**config.mk**
```make
export PLATFORM = sky130hd
export DESIGN_NAME = kbc_host_regs
export DESIGN_NICKNAME = d
export VERILOG_FILES = /design/src/rtl/kbc_pkg.sv /design/src/rtl/kbc_cmd_decode.sv /design/src/rtl/kbc_pulse_gen.sv /design/src/rtl/kbc_host_regs.sv
export SDC_FILE = /design/constraint.sdc
export NUM_CORES = 1
export LEC_CHECK = 0
export BUFFER_PORTS_ARGS = -buffer_cell sky130_fd_sc_hd__buf_2
export CORE_ASPECT_RATIO = 0.5
export CORE_MARGIN = 10
export CORE_UTILIZATION = 50
export DETAILED_ROUTE_END_ITERATION = 12
export HOLD_SLACK_MARGIN = 0.02
export PLACE_DENSITY = 0.75
export SKIP_LAST_GASP = 1
export SYNTH_ARGS = -nofsm -noshare
export SYNTH_HDL_FRONTEND = slang
export SYNTH_HIERARCHICAL = 1
export SYNTH_SLANG_ARGS = --single-unit
```
**constraint.sdc**
```tcl
create_clock -name clk -period 3.5 [get_ports clk]
set_input_delay 0.525 -clock clk [delete_from_list [all_inputs] [get_ports clk]]
set_output_delay 0.525 -clock clk [all_outputs]
set_load 0.01 [all_outputs]
```
**src/rtl/kbc_pkg.sv**
```systemverilog
package kbc_pkg;
  localparam int BYTE_W    = 8;
  localparam int RAM_DEPTH = 32;
  localparam int RAM_AW    = $clog2(RAM_DEPTH);
  localparam int LINES     = 4;
  localparam logic [BYTE_W-1:0] CFG_RW_MASK = 8'h77;

  typedef enum logic [1:0] {SRC_CTRL, SRC_P1, SRC_P2} src_e;
  typedef enum logic [2:0] {PD_NONE, PD_RAMW, PD_OUTP, PD_LOOP1, PD_LOOP2, PD_TOP2} pend_e;
  typedef enum logic [2:0] {RK_NONE, RK_RAM, RK_SELF, RK_LINE1, RK_LINE2, RK_OUTP} resp_e;

  typedef struct packed {
    logic              known;
    resp_e             resp;
    logic [RAM_AW-1:0] idx;
    pend_e             pend;
    logic [BYTE_W-1:0] cfg_set;
    logic [BYTE_W-1:0] cfg_clr;
    logic              pulse_go;
    logic [LINES-1:0]  pulse_lines;
  } cmd_dec_t;
endpackage

```
**src/rtl/kbc_cmd_decode.sv**
```systemverilog
module kbc_cmd_decode
  import kbc_pkg::*;
(
  input  logic [BYTE_W-1:0] cmd,
  output cmd_dec_t          dec
);
  always_comb begin
    dec       = '0;
    dec.resp  = RK_NONE;
    dec.pend  = PD_NONE;
    dec.idx   = cmd[RAM_AW-1:0];
    if (cmd[7:5] == 3'b001) begin
      dec.known = 1'b1;
      dec.resp  = RK_RAM;
    end else if (cmd[7:5] == 3'b011) begin
      dec.known = 1'b1;
      dec.pend  = PD_RAMW;
    end else if (cmd[7:4] == 4'hF) begin
      dec.known       = 1'b1;
      dec.pulse_lines = ~cmd[LINES-1:0];
      dec.pulse_go    = |(~cmd[LINES-1:0]);
    end else begin
      dec.known = 1'b1;
      case (cmd)
        8'hAD: dec.cfg_set = 8'h10;
        8'hAE: dec.cfg_clr = 8'h10;
        8'hA7: dec.cfg_set = 8'h20;
        8'hA8: dec.cfg_clr = 8'h20;
        8'hAA: dec.resp    = RK_SELF;
        8'hAB: dec.resp    = RK_LINE1;
        8'hA9: dec.resp    = RK_LINE2;
        8'hD0: dec.resp    = RK_OUTP;
        8'hD1: dec.pend    = PD_OUTP;
        8'hD2: dec.pend    = PD_LOOP1;
        8'hD3: dec.pend    = PD_LOOP2;
        8'hD4: dec.pend    = PD_TOP2;
        default: dec.known = 1'b0;
      endcase
    end
  end
endmodule

```
**src/rtl/kbc_pulse_gen.sv**
```systemverilog
module kbc_pulse_gen #(
  parameter int unsigned PULSE_CYC = 600000,
  parameter int          LINES     = 4
) (
  input  logic             clk,
  input  logic             rst_n,
  input  logic             go,
  input  logic [LINES-1:0] lines,
  output logic [LINES-1:0] line_n
);
  localparam int CW = $clog2(PULSE_CYC + 1);
  logic [CW-1:0]    cnt;
  logic [LINES-1:0] act;

  always_ff @(posedge clk) begin
    if (!rst_n) begin
      cnt <= '0;
      act <= '0;
    end else if (go) begin
      cnt <= CW'(PULSE_CYC);
      act <= lines;
    end else if (cnt != '0) begin
      cnt <= cnt - 1'b1;
      if (cnt == CW'(1)) act <= '0;
    end
  end

  for (genvar g = 0; g < LINES; g++) begin : g_line
    assign line_n[g] = ~act[g];
  end
endmodule

```
**src/rtl/kbc_host_regs.sv**
```systemverilog
module kbc_host_regs
  import kbc_pkg::*;
#(
  parameter int unsigned PULSE_CYC = 600000
) (
  input  logic        clk,
  input  logic        rst_n,
  input  logic        host_wr,
  input  logic        host_rd,
  input  logic [7:0]  host_addr,
  input  logic [7:0]  host_wdata,
  output logic [7:0]  host_rdata,
  output logic        p1_tx_valid,
  input  logic        p1_tx_ready,
  output logic [7:0]  p1_tx_data,
  output logic        p2_tx_valid,
  input  logic        p2_tx_ready,
  output logic [7:0]  p2_tx_data,
  input  logic        p1_rx_valid,
  output logic        p1_rx_ready,
  input  logic [7:0]  p1_rx_data,
  input  logic        p2_rx_valid,
  output logic        p2_rx_ready,
  input  logic [7:0]  p2_rx_data,
  output logic        irq_p1,
  output logic        irq_p2,
  output logic [7:0]  ctrl_outport,
  output logic [3:0]  pulse_n,
  input  logic        selftest_ok,
  input  logic [2:0]  p1_line_code,
  input  logic [2:0]  p2_line_code,
  input  logic        dev_timeout,
  input  logic        dev_parity
);
  localparam logic [7:0] ADDR_DATA = 8'h60;
  localparam logic [7:0] ADDR_CTRL = 8'h64;

  logic              rx_full, tx_full, tx_to_p2, last_cmd;
  logic [BYTE_W-1:0] rx_data, tx_data, outp_q, resp_byte, cfg, status, outp_live;
  src_e              rx_src;
  pend_e             pend;
  logic [RAM_AW-1:0] pend_idx;
  logic [BYTE_W-1:0] ram [RAM_DEPTH];
  cmd_dec_t          dec;

  kbc_cmd_decode u_dec (.cmd(host_wdata), .dec(dec));

  logic wr_cmd, wr_dat, rd_dat, cmd_ok, resp_load, loop_load, ctrl_load;
  logic p1_off, p2_off, p1_take, p2_take, tx_done, to_dev;

  assign cfg       = ram[0];
  assign wr_cmd    = host_wr && (host_addr == ADDR_CTRL);
  assign wr_dat    = host_wr && (host_addr == ADDR_DATA);
  assign rd_dat    = host_rd && (host_addr == ADDR_DATA);
  assign cmd_ok    = wr_cmd && dec.known;
  assign resp_load = cmd_ok && (dec.resp != RK_NONE);
  assign loop_load = wr_dat && ((pend == PD_LOOP1) || (pend == PD_LOOP2));
  assign ctrl_load = resp_load || loop_load;
  assign to_dev    = wr_dat && ((pend == PD_NONE) || (pend == PD_TOP2));

  assign p1_off      = cfg[4];
  assign p2_off      = cfg[5];
  assign p1_rx_ready = p1_off || (!rx_full && !ctrl_load);
  assign p2_rx_ready = p2_off || (!rx_full && !ctrl_load && !(p1_rx_valid && !p1_off));
  assign p1_take     = p1_rx_valid && p1_rx_ready && !p1_off;
  assign p2_take     = p2_rx_valid && p2_rx_ready && !p2_off;

  assign outp_live = {outp_q[7:6], rx_full && (rx_src == SRC_P2),
                      rx_full && (rx_src == SRC_P1), outp_q[3:0]};
  assign ctrl_outport = outp_live;
  assign irq_p1 = outp_live[4] && cfg[0];
  assign irq_p2 = outp_live[5] && cfg[1];

  always_comb begin
    case (dec.resp)
      RK_RAM:   resp_byte = ram[dec.idx];
      RK_SELF:  resp_byte = selftest_ok ? 8'h55 : 8'hFC;
      RK_LINE1: resp_byte = {5'b0, p1_line_code};
      RK_LINE2: resp_byte = {5'b0, p2_line_code};
      RK_OUTP:  resp_byte = outp_live;
      default:  resp_byte = '0;
    endcase
  end

  assign status = {dev_parity, dev_timeout, 2'b00, last_cmd, cfg[2], tx_full, rx_full};
  assign host_rdata = (host_addr == ADDR_CTRL) ? status :
                      (host_addr == ADDR_DATA) ? rx_data : '0;

  assign p1_tx_valid = tx_full && !tx_to_p2;
  assign p2_tx_valid = tx_full && tx_to_p2;
  assign p1_tx_data  = tx_data;
  assign p2_tx_data  = tx_data;
  assign tx_done     = (p1_tx_valid && p1_tx_ready) || (p2_tx_valid && p2_tx_ready);

  // host-side holding byte
  always_ff @(posedge clk) begin
    if (!rst_n) begin
      rx_full <= 1'b0;
      rx_data <= '0;
      rx_src  <= SRC_CTRL;
    end else begin
      if (rd_dat) rx_full <= 1'b0;
      if (p1_take) begin
        rx_full <= 1'b1; rx_data <= p1_rx_data; rx_src <= SRC_P1;
      end else if (p2_take) begin
        rx_full <= 1'b1; rx_data <= p2_rx_data; rx_src <= SRC_P2;
      end
      if (resp_load) begin
        rx_full <= 1'b1; rx_data <= resp_byte; rx_src <= SRC_CTRL;
      end else if (loop_load) begin
        rx_full <= 1'b1; rx_data <= host_wdata;
        rx_src  <= (pend == PD_LOOP1) ? SRC_P1 : SRC_P2;
      end
    end
  end

  // device-side holding byte
  always_ff @(posedge clk) begin
    if (!rst_n) begin
      tx_full  <= 1'b0;
      tx_data  <= '0;
      tx_to_p2 <= 1'b0;
    end else if (to_dev && !tx_full) begin
      tx_full  <= 1'b1;
      tx_data  <= host_wdata;
      tx_to_p2 <= (pend == PD_TOP2);
    end else if (tx_done) begin
      tx_full <= 1'b0;
    end
  end

  // command sequencing, output port and RAM
  always_ff @(posedge clk) begin
    if (!rst_n) begin
      pend     <= PD_NONE;
      pend_idx <= '0;
      last_cmd <= 1'b0;
      outp_q   <= 8'h01;
      for (int i = 0; i < RAM_DEPTH; i++) ram[i] <= '0;
    end else if (cmd_ok) begin
      last_cmd <= 1'b1;
      pend     <= dec.pend;
      pend_idx <= dec.idx;
      ram[0]   <= (ram[0] | dec.cfg_set) & ~dec.cfg_clr;
    end else if (wr_dat) begin
      last_cmd <= 1'b0;
      pend     <= PD_NONE;
      if (pend == PD_OUTP) outp_q <= host_wdata;
      if (pend == PD_RAMW)
        ram[pend_idx] <= (pend_idx == '0) ? (host_wdata & CFG_RW_MASK) : host_wdata;
    end
  end

  kbc_pulse_gen #(.PULSE_CYC(PULSE_CYC), .LINES(LINES)) u_pulse (
    .clk(clk), .rst_n(rst_n), .go(cmd_ok && dec.pulse_go),
    .lines(dec.pulse_lines), .line_n(pulse_n)
  );
endmodule

```
==> results of run 1 <==
through the flow:
step | utilization | hold WS (ns) | total power (uW) | setup WS [ns] | cells
3_3_place_gp | 0.536 | 0.487 | 5670 | 0.303 | 1739
4_1_cts | 0.568 | 0.300 | 8970 | 0.278 | 1791
2_1_floorplan | - | 0.471 | 5370 | 0.240 | 1309
6_report | 0.568 | 0.308 | 8970 | 0.114 | 1791
3_5_place_dp | 0.536 | 0.506 | 5720 | 0.287 | 1739
5_1_grt | 0.568 | 0.342 | 9280 | 0.0820 | 1791
layer usage:
layer	vias up	global-route usage	share of wire
li1	4876	-	-
met1	5604	0.300	0.40
met2	645	0.354	0.47
met3	69	0.0500	0.11
met4	0	0.0580	0.024
met5	-	0	0
worst paths after layout:
path | startpoint | depth (start not counted) | end | slack, ns
worst max-delay path | pend[0] | 5 | ram[20][7] | 0.11
worst min-delay path | host_wdata[4] | 3 | p1_tx_data[4] | 0.31
worst min register to register | pend_idx[2] | 2 | pend_idx[2] | 0.52
worst max register to register | pend[0] | 5 | ram[20][7] | 0.11
power by group through the flow:
| stage | Combinational (uW) | Sequential, uW | Clock [uW] |
|---|---|---|---|
| finish | 1280 | 4400 | 3290 |
| CTS | 1260 | 4400 | 3310 |
| global route | 1400 | 4420 | 3460 |
| detailed placement | 1240 | 4470 | 0 |
| floorplan | 944 | 4420 | 0 |
| global placement | 1210 | 4460 | 0 |
kinds of logic after synthesis:
group / count (synthesis)
compound gates: 141
xor+xnor: 17
fa+ha+maj: 3
buf+inv: 132
flops: 316
mux: 127
other cells: 1
simple gates: 561
cell type report:
cell class | count | area, um2
Fill cell | 2447 | 13100
Sequential cell | 316 | 8890
Multi-Input combinational cell | 861 | 5930
Timing Repair Buffer | 141 | 861
Clock buffer | 39 | 782
Tap cell | 399 | 499
Clock inverter | 13 | 181
Inverter | 22 | 82.6
worst max-delay path: cells and delay by family, from the launching register on:
kind	cells	cell delay, ns
DFF	1	0.53
and+or+nand+nor	5	2.51
flip-flops by register name, summed over array words and instances, names as in the netlist:
| name | cells |
|---|---|
| tx_to_p2 | 1 |
| u_pulse/act | 4 |
| rx_full | 1 |
| p1_tx_data | 8 |
| last_cmd | 1 |
| outp_q | 6 |
| rx_data | 8 |
| ram | 256 |
| tx_full | 1 |
| rx_src | 2 |
| pend | 3 |
| u_pulse/cnt | 20 |
| pend_idx | 5 |
cell usage after synthesis (4+ instances only):
cell type	n
a2111oi_0	8
a211oi_1	4
a21boi_0	7
a21oi_1	27
a22oi_1	15
and2_1	9
and3_1	9
buf_2	13
buf_4	29
clkbuf_1	64
dfxtp_1	60
edfxtp_1	256
inv_1	19
mux2_2	10
mux2i_1	60
mux4_2	57
nand2_1	87
nand2_2	8
nand2b_1	8
nand3_1	24
nand4_1	8
nand4b_1	5
nor2_1	295
nor2b_1	36
nor3_1	17
nor3b_1	6
nor4_1	8
nor4_2	5
o2111ai_1	5
o211ai_1	7
o21a_1	8
o21ai_0	19
o31ai_1	4
o32ai_1	6
or4_1	4
xnor2_1	11
xor2_1	6
==> results.md, run 1 <==
- Post-CTS setup buffers: 0
- Max-slew violation count: 0
- Most frequent cells in the layout: 295 x nor2_1, 256 x edfxtp_1, 89 x buf_2, 87 x nand2_1
- Routed wire length: 43.0 mm
- Mapped cell area: 15400 um2
- Most common cell after layout, fill and taps aside: nor2_1
- Hold-fix buffers at CTS: 0
- Post-route design area: 17200 um2
- DRC: 0
- Area after DPL: around 16000 um2
- CTS Buffer Depth: 3
- Mux cell area share after synthesis: 0.130
- Synth Area in Simple Gates: 0.174
- # port buffers: 90
- Yosys warnings: 6
- CTS tree: built
- Synthesis-stage register bit count: ~320
- Critical path class: reg2reg
- EDFF count, synth: 256
- Number of max-cap violations: 0
- Largest net degree at the start of global routing: 79
- CP Capture Type: flip-flop
- Num CTS Buffers: 28
- Pint: 6630 uW
- Slowest library cell on the worst path: nor4bb_1
- Max Clock Skew: 0.0119 ns
- Starting Density: 0.507
- Status: completed
- Post-Synth Adder-Cell Area: 0.00244
- Fmax: roughly 0.3 GHz
- Mapped Cells: around 1300
- Cell area power density: ~520 nW/um2
- Setup repair after global routing missed its margin: no
- Number of global-route vias before repair: 10800
- Critical Path AT: 3.61 ns
- Vias: approximately 11000
- Worst-Margin Slew: between 1 and 1.5 ns
- Post-DP HPWL: 29.6 mm
- Die height: 144 um
- Post-synth ARST share: 0
- Sw Share: 0.261
- Final hold viol count: 0
- Per-cell routed wire length: 24.0 um
- Total track usage: 0.221
- Layout cells sized above 1: 0.205
- IO Pins: just over 90
- # diodes: 0
- Area delta synth->final: 11.9%
- Row Count: 45
- Clock share of power: 0.367
- Clock-pin transition on the worst setup and hold timing paths: approximately 0.070 ns
- Total Die Area: just under 40000 um2
- CTS H-tree lvls: 1
- Mapped Avg Cell Area: ~12 um2
- Cell Chain, Critical Path: nor4bb_1 -> nand4_2 -> nor2_1 -> nand3_1 -> nand2_1
- Peak supply drop: 0.343 mV
- Gate power share: 0.143
- Drt pass-1 iters: 5
- Post-cts sizing count: 0
- Sequential share of power: 0.490
- Crit-path max FO: 9
- Distinct cells, synth: 84
- CTS Root Cell: clkbuf_16
- Area of the core: a little over 30000 um2
- First-pass GRT wire length: ~65 mm
- Largest family of logic cells by synthesized area: simple AND/OR/NAND/NOR gates
- Final Setup Violations: 0
- Total gr overflow: 0
- Chip width: 268 um
- Initial drt markers: 1528
- Worst path required time: between 3 and 4 ns
- Lkg Pwr: between 0.006 and 0.007 uW
- Top cells by area, synth: edfxtp_1 50%, mux4_2 8.3%, dfxtp_1 7.8%
- Compound-gate portion of the synthesized area: 0.0657
- Final setup TNS: 0 ns
- Initial antenna violation count: 0
- Max incr delay on CP: roughly 0.99 ns
- Ys flop type: edfxtp_1
- Routability cong.: 0.938
- XOR/XNOR Fraction of Synth Area: 0.00967
- Vias per cell: about 6.3
- Hold/Removal Path Class: in2reg
- Number of nets with antenna violations after routing: 0
- Sequential-to-total area share from yosys stat: 0.577
- Share of the synthesized area in the top cell type: 0.499
- # clock sinks: between 300 and 400
- Nets: 1422
- Worst Setup Start Kind: flip-flop
- Fin crit period: 3.39 ns
- Relative slew slack: 0.190
- Sw Pwr: around 2300 uW
- Post-synth top area cell: edfxtp_1
- Final worst path period share: 0.968
- Later-pin clock latency in the skew report: between 0.5 and 0.6 ns
Power figures use the tool's default switching activity.
==> inputs of run 2 (changes only) <==
--- a/config.mk
+++ b/config.mk
@@ -6,7 +6,6 @@
 export NUM_CORES = 1
 export LEC_CHECK = 0
 export BUFFER_PORTS_ARGS = -buffer_cell sky130_fd_sc_hd__buf_2
-export CORE_ASPECT_RATIO = 0.5
 export CORE_MARGIN = 10
 export CORE_UTILIZATION = 50
 export DETAILED_ROUTE_END_ITERATION = 12
==> run 2 against run 1 <==
  * Setup slack better by 0.048 ns
  * Sequential share of layout area about the same
  * Non-clock buffer count unchanged
  * Sequential power about the same
  * Combinational power about the same
  * Final area about the same
  * Register-to-register slack better by 0.67 ns
  * First-iteration DRC count down 13%
  * Maximum frequency up 1.4%
  * Via count down 1.5%
  * Critical endpoint is now p1_rx_ready
==> results.md, run 2 (synthesis gave the netlist of run 1 again) <==
- Peak supply drop: a little over 0.4 mV
- Number of nets with antenna violations after routing: 0
- Relative slew slack: 0.382
- IO Pins: between 90 and 100
- CTS Root Cell: clkbuf_16
- Most frequent cells in the layout: 295 x nor2_1, 256 x edfxtp_1, 89 x buf_2, 87 x nand2_1
- Max Clock Skew: between 0.02 and 0.03 ns
- Vias per cell: between 6 and 7
- Register-to-Register Setup Slack: about 0.8 ns
- Worst path required time: 2.97 ns
- Total track usage: 0.212
- Starting Density: 0.505
- Fin crit period: 3.34 ns
- Worst hold margin: roughly 0.35 ns
- Number of max-cap violations: 0
- Total gr overflow: 0
- Number of global-route vias before repair: roughly 11000
- Worst Setup Start Kind: input port
- Worst reg2reg endpoint: ram[31][0]
- Fillers: between 2000 and 2500
- Worst setup path start: host_wdata[4]
- Initial antenna violation count: 0
- Total Die Area: 38200 um2
- Most common cell after layout, fill and taps aside: nor2_1
- Hold/Removal Path Class: in2reg
- Area delta synth->final: 11.8%
- CTS tree: built
- Chip width: approximately 200 um
- Clock-pin transition on the worst setup and hold timing paths: 0.06 ns
- Per-cell routed wire length: 23.3 um
- Layout cells sized above 1: 0.207
- Lkg Pwr: between 0.006 and 0.007 uW
- Drt pass-1 iters: 6
- Largest net degree at the start of global routing: between 70 and 80
- Critical Path AT: approximately 2.8 ns
- Status: completed
- Critical path class: in2out
- Num CTS Buffers: 31
- Final setup TNS: 0 ns
- Largest registers: ram: 256 flops, u_pulse/cnt: 20 flops
- Reg with most FFs: ram
- Setup repair after global routing missed its margin: no
- Later-pin clock latency in the skew report: between 0.5 and 0.6 ns
- Crit-path max FO: 8
- Post-CTS setup buffers: 0
- Max reg flops: 256
- Fmax: approximately 0.3 GHz
- Hold-fix buffers at CTS: 0
- # diodes: 0
- Beginning of the worst register-to-register path: pend[0]
- Row Count: 64
- Final hold viol count: 0
- Die height: 195 um
- DRC: 0
- Routability cong.: between 0.9 and 1
- Vias: between 10000 and 15000
- CTS H-tree lvls: 1
- Max-slew violation count: 0
- CTS Buffer Depth: 3
- Worst setup path end: p1_rx_ready
- Initial drt markers: between 1000 and 1500
- CP Capture Type: output pin
- Final worst path period share: 0.954
- Worst r2r path cells: 7
- Final Setup Violations: 0
- # clock sinks: between 300 and 400
- Post-DP HPWL: around 29 mm
- First-pass GRT wire length: between 60 and 70 mm
- Worst-Margin Slew: 0.923 ns
- Routed wire length: approximately 42 mm
- Nets: 1425
- # port buffers: 90
- Area of the core: 30500 um2
- Cell area power density: 514 nW/um2
-- run 2: routing by layer --
metal  GRT usage  share of wire  vias up
li1            -              -     4881
met1       0.291           0.41     5474
met2       0.337           0.47      593
met3      0.0403          0.093       76
met4      0.0602          0.027        0
met5           0              0        -
-- run 2: worst min-delay path by stage --
stage,from,endpoint,slack (ns),depth (start not counted)
2_1_floorplan,u_pulse/cnt[14],u_pulse/cnt[14],0.47,2
3_3_place_gp,u_pulse/cnt[14],u_pulse/cnt[14],0.49,2
3_5_place_dp,u_pulse/cnt[14],u_pulse/cnt[14],0.50,2
4_1_cts,host_wdata[3],outp_q[3],0.32,3
5_1_grt,host_wdata[3],outp_q[3],0.39,3
6_report,p1_tx_ready,tx_full,0.35,4
-- run 2: area by class of cell --
cell class              count  area [um2]  share of cell area
flip-flops and latches    316        8890               0.516
multi-input cells         861        5940               0.345
repair buffers            141         861              0.0500
clock buffers              42         827              0.0480
well taps                 396         495              0.0288
clock inverters            15         124             0.00719
inverters                  22        82.6             0.00480
-- run 2: what timing repair did --
item | CTS | global route
hold endpoints to repair | 0 | 0
setup endpoints to repair | 0 | 1
gates resized for setup | 0 | 1
-- run 2: critical path, cell delays in order --
cell	delay (ns)
buf_2	0.18
nand2_1	0.13
or4_4	0.46
o21ai_1	0.16
a211o_1	0.17
nand3_1	0.10
or4_1	0.56
nand2_1	0.13
nor2_1	0.06
or2_1	0.21
buf_2	0.14
-- run 2: power by group --
part | internal [uW] | switching (uW)
Clock | 1790 | 1400
Sequential | 4260 | 138
Combinational | 512 | 748
-- run 2: metrics by stage --
step,total power [uW],util,area (um2),instances,setup slack (ns)
floorplan,5370,-,15400,1309,0.240
global placement,5680,0.533,16300,1736,0.203
detailed placement,5710,0.533,16300,1736,0.181
CTS,8850,0.564,17200,1793,0.185
global route,9160,0.564,17200,1793,0.0769
finish,8840,0.564,17200,1793,0.162
==> inputs of run 3 (changes only) <==
--- a/config.mk
+++ b/config.mk
@@ -6,6 +6,7 @@
 export NUM_CORES = 1
 export LEC_CHECK = 0
 export BUFFER_PORTS_ARGS = -buffer_cell sky130_fd_sc_hd__buf_2
+export CORE_ASPECT_RATIO = 2
 export CORE_MARGIN = 10
 export CORE_UTILIZATION = 50
 export DETAILED_ROUTE_END_ITERATION = 12
==> run 3 against run 2 <==
  * Sequential share of layout area about the same
  * Setup slack improved by 0.013 ns
  * Critical path depth up 1
  * Final area about the same
  * Critical path type unchanged
  * Largest cell class unchanged
  * Highest routed layer unchanged
==> results.md, run 3 (synthesis gave the netlist of run 1 again) <==
- Slowest library cell on the worst path: or4_1
- Routability cong.: around 0.95
- Final setup TNS: 0 ns
- Row Count: 90
- Worst path required time: about 3 ns
- Peak supply drop: 0.444 mV
- Worst Setup Start Kind: input port
- Later-pin clock latency in the skew report: between 0.5 and 0.6 ns
- Total power: 8690 uW
- Initial antenna violation count: 0
- CTS H-tree lvls: 1
- Hold/Removal Path Class: in2reg
- DRC: 0
- Vias per cell: 6.26
- Total Die Area: about 39000 um2
- Largest net degree at the start of global routing: slightly below 80
- Crit-path max FO: 22
- Most frequent cells in the layout: 295 x nor2_1, 256 x edfxtp_1, 89 x buf_2, 87 x nand2_1, 64 x buf_4
- Cell area power density: 505 nW/um2
- Nets: 1436
- CTS tree: built
- Initial drt markers: between 1000 and 1500
- Lkg Pwr: between 0.006 and 0.007 uW
- Number of max-cap violations: 0
- Max Clock Skew: between 0.02 and 0.03 ns
- Layout cells sized above 1: 0.211
- Status: completed
- Total gr overflow: 0
- Final worst path period share: 0.950
- Post-CTS setup buffers: 0
- # clock sinks: about 320
- Number of nets with antenna violations after routing: 0
- Area of the core: 30300 um2
- Fmax: between 0.3 and 0.4 GHz
- Number of global-route vias before repair: 11300
- Num CTS Buffers: 26
- Vias: between 10000 and 15000
- CTS Buffer Depth: 3
- Pre-CTS setup slack: 0.151 ns
- Worst Slack Setup Final: 0.175 ns
- First-pass GRT wire length: about 66 mm
- CP most frequent cell: buf_2
- Max incr delay on CP: between 0.5 and 0.6 ns
- Final hold viol count: 0
- Fillers: between 2000 and 2500
- CTS Root Cell: clkbuf_16
- Max reg flops: between 200 and 300
- Routed wire length: between 40 and 50 mm
- Die height: between 200 and 300 um
- Clock-pin transition on the worst setup and hold timing paths: roughly 0.07 ns
- Starting Density: 0.508
- Area delta synth->final: 11.8%
- Chip width: roughly 140 um
- Max-slew violation count: 0
- Final Setup Violations: 0
- Most common cell after layout, fill and taps aside: nor2_1
- Total track usage: 0.223
- Per-cell routed wire length: 24.7 um
- Reg with most FFs: ram
- Setup repair after global routing missed its margin: no
- Critical Path AT: around 2.8 ns
- Worst r2r path cells: 5
- # port buffers: 90
- # diodes: 0
- IO Pins: slightly above 90
- Relative slew slack: 0.347
- CP Capture Type: output pin
- Critical path class: in2out
- Hold Path Cell Cnt: 4
- Post-cts sizing count: 0
- Drt pass-1 iters: 5
- Worst-Margin Slew: approximately 0.97 ns
- Cell Chain, Critical Path: buf_2 -> buf_12 -> nand2b_1 -> o211a_1 -> nor3_1 -> a211o_1 -> nand3_1 -> or4_1 -> nand2_1 -> nor2_1 -> or2_1 -> buf_2
- Hold-fix buffers at CTS: 0
- Fin crit period: approximately 3.3 ns
- Largest registers: ram: 256 flops, u_pulse/cnt: 20 flops
- Post-DP HPWL: between 30 and 40 mm
-- run 3: cell types whose count changed in the layout (fill, tap and decap cells not counted), sizes merged --
cell / previous run / this run
buf: 141 / 157
clkbuf: 42 / 30
clkinv: 13 / 8
bufinv: 2 / 4
clkinvlp: 1 / 3
-- run 3: final cells by class --
class	instances	area [um2]	area share
clock buffer	30	666	0.0387
clock inverter	14	185	0.0108
inverter	22	82.6	0.00480
multi-input combinational	861	5930	0.344
sequential	316	8890	0.516
tap	368	460	0.0267
timing repair buffer	157	1010	0.0584
-- run 3: power breakdown --
group          internal, uW  leakage, uW  switching (uW)  total, uW
sequential             4250      0.00307             144       4400
clock                  1660     0.000406            1350       3010
combinational           517      0.00297             762       1280
total                  6430      0.00644            2260       8690
-- run 3: through the flow --
| step | utilization | std cells | hold slack, ns | instance area [um2] |
|---|---|---|---|---|
| floorplan | - | 1309 | 0.471 | 15400 |
| global placement | 0.540 | 1724 | 0.487 | 16400 |
| detailed placement | 0.540 | 1724 | 0.507 | 16400 |
| CTS | 0.568 | 1768 | 0.343 | 17200 |
| global route | 0.568 | 1768 | 0.393 | 17200 |
| finish | 0.568 | 1768 | 0.354 | 17200 |
-- run 3: worst paths after layout --
kind                 start          end  slack [ns]
min reg2reg       last_cmd     last_cmd        0.52
max reg2reg        pend[2]    ram[5][3]        0.40
min                host_rd      rx_full        0.35
max          host_wdata[3]  p1_rx_ready        0.17
-- run 3: per-layer routing --
metal	track usage	up-vias	part of all wire
li1	-	4902	-
met1	0.232	5412	0.33
met2	0.394	590	0.52
met3	0.0286	162	0.070
met4	0.170	0	0.080
met5	0	-	0
-- run 3: worst max-delay path: cells and delay by family --
| family | cells | cell delay (ns) |
|---|---|---|
| simple gates | 7 | 1.42 |
| buf+inv | 3 | 0.54 |
| compound gates | 2 | 0.30 |
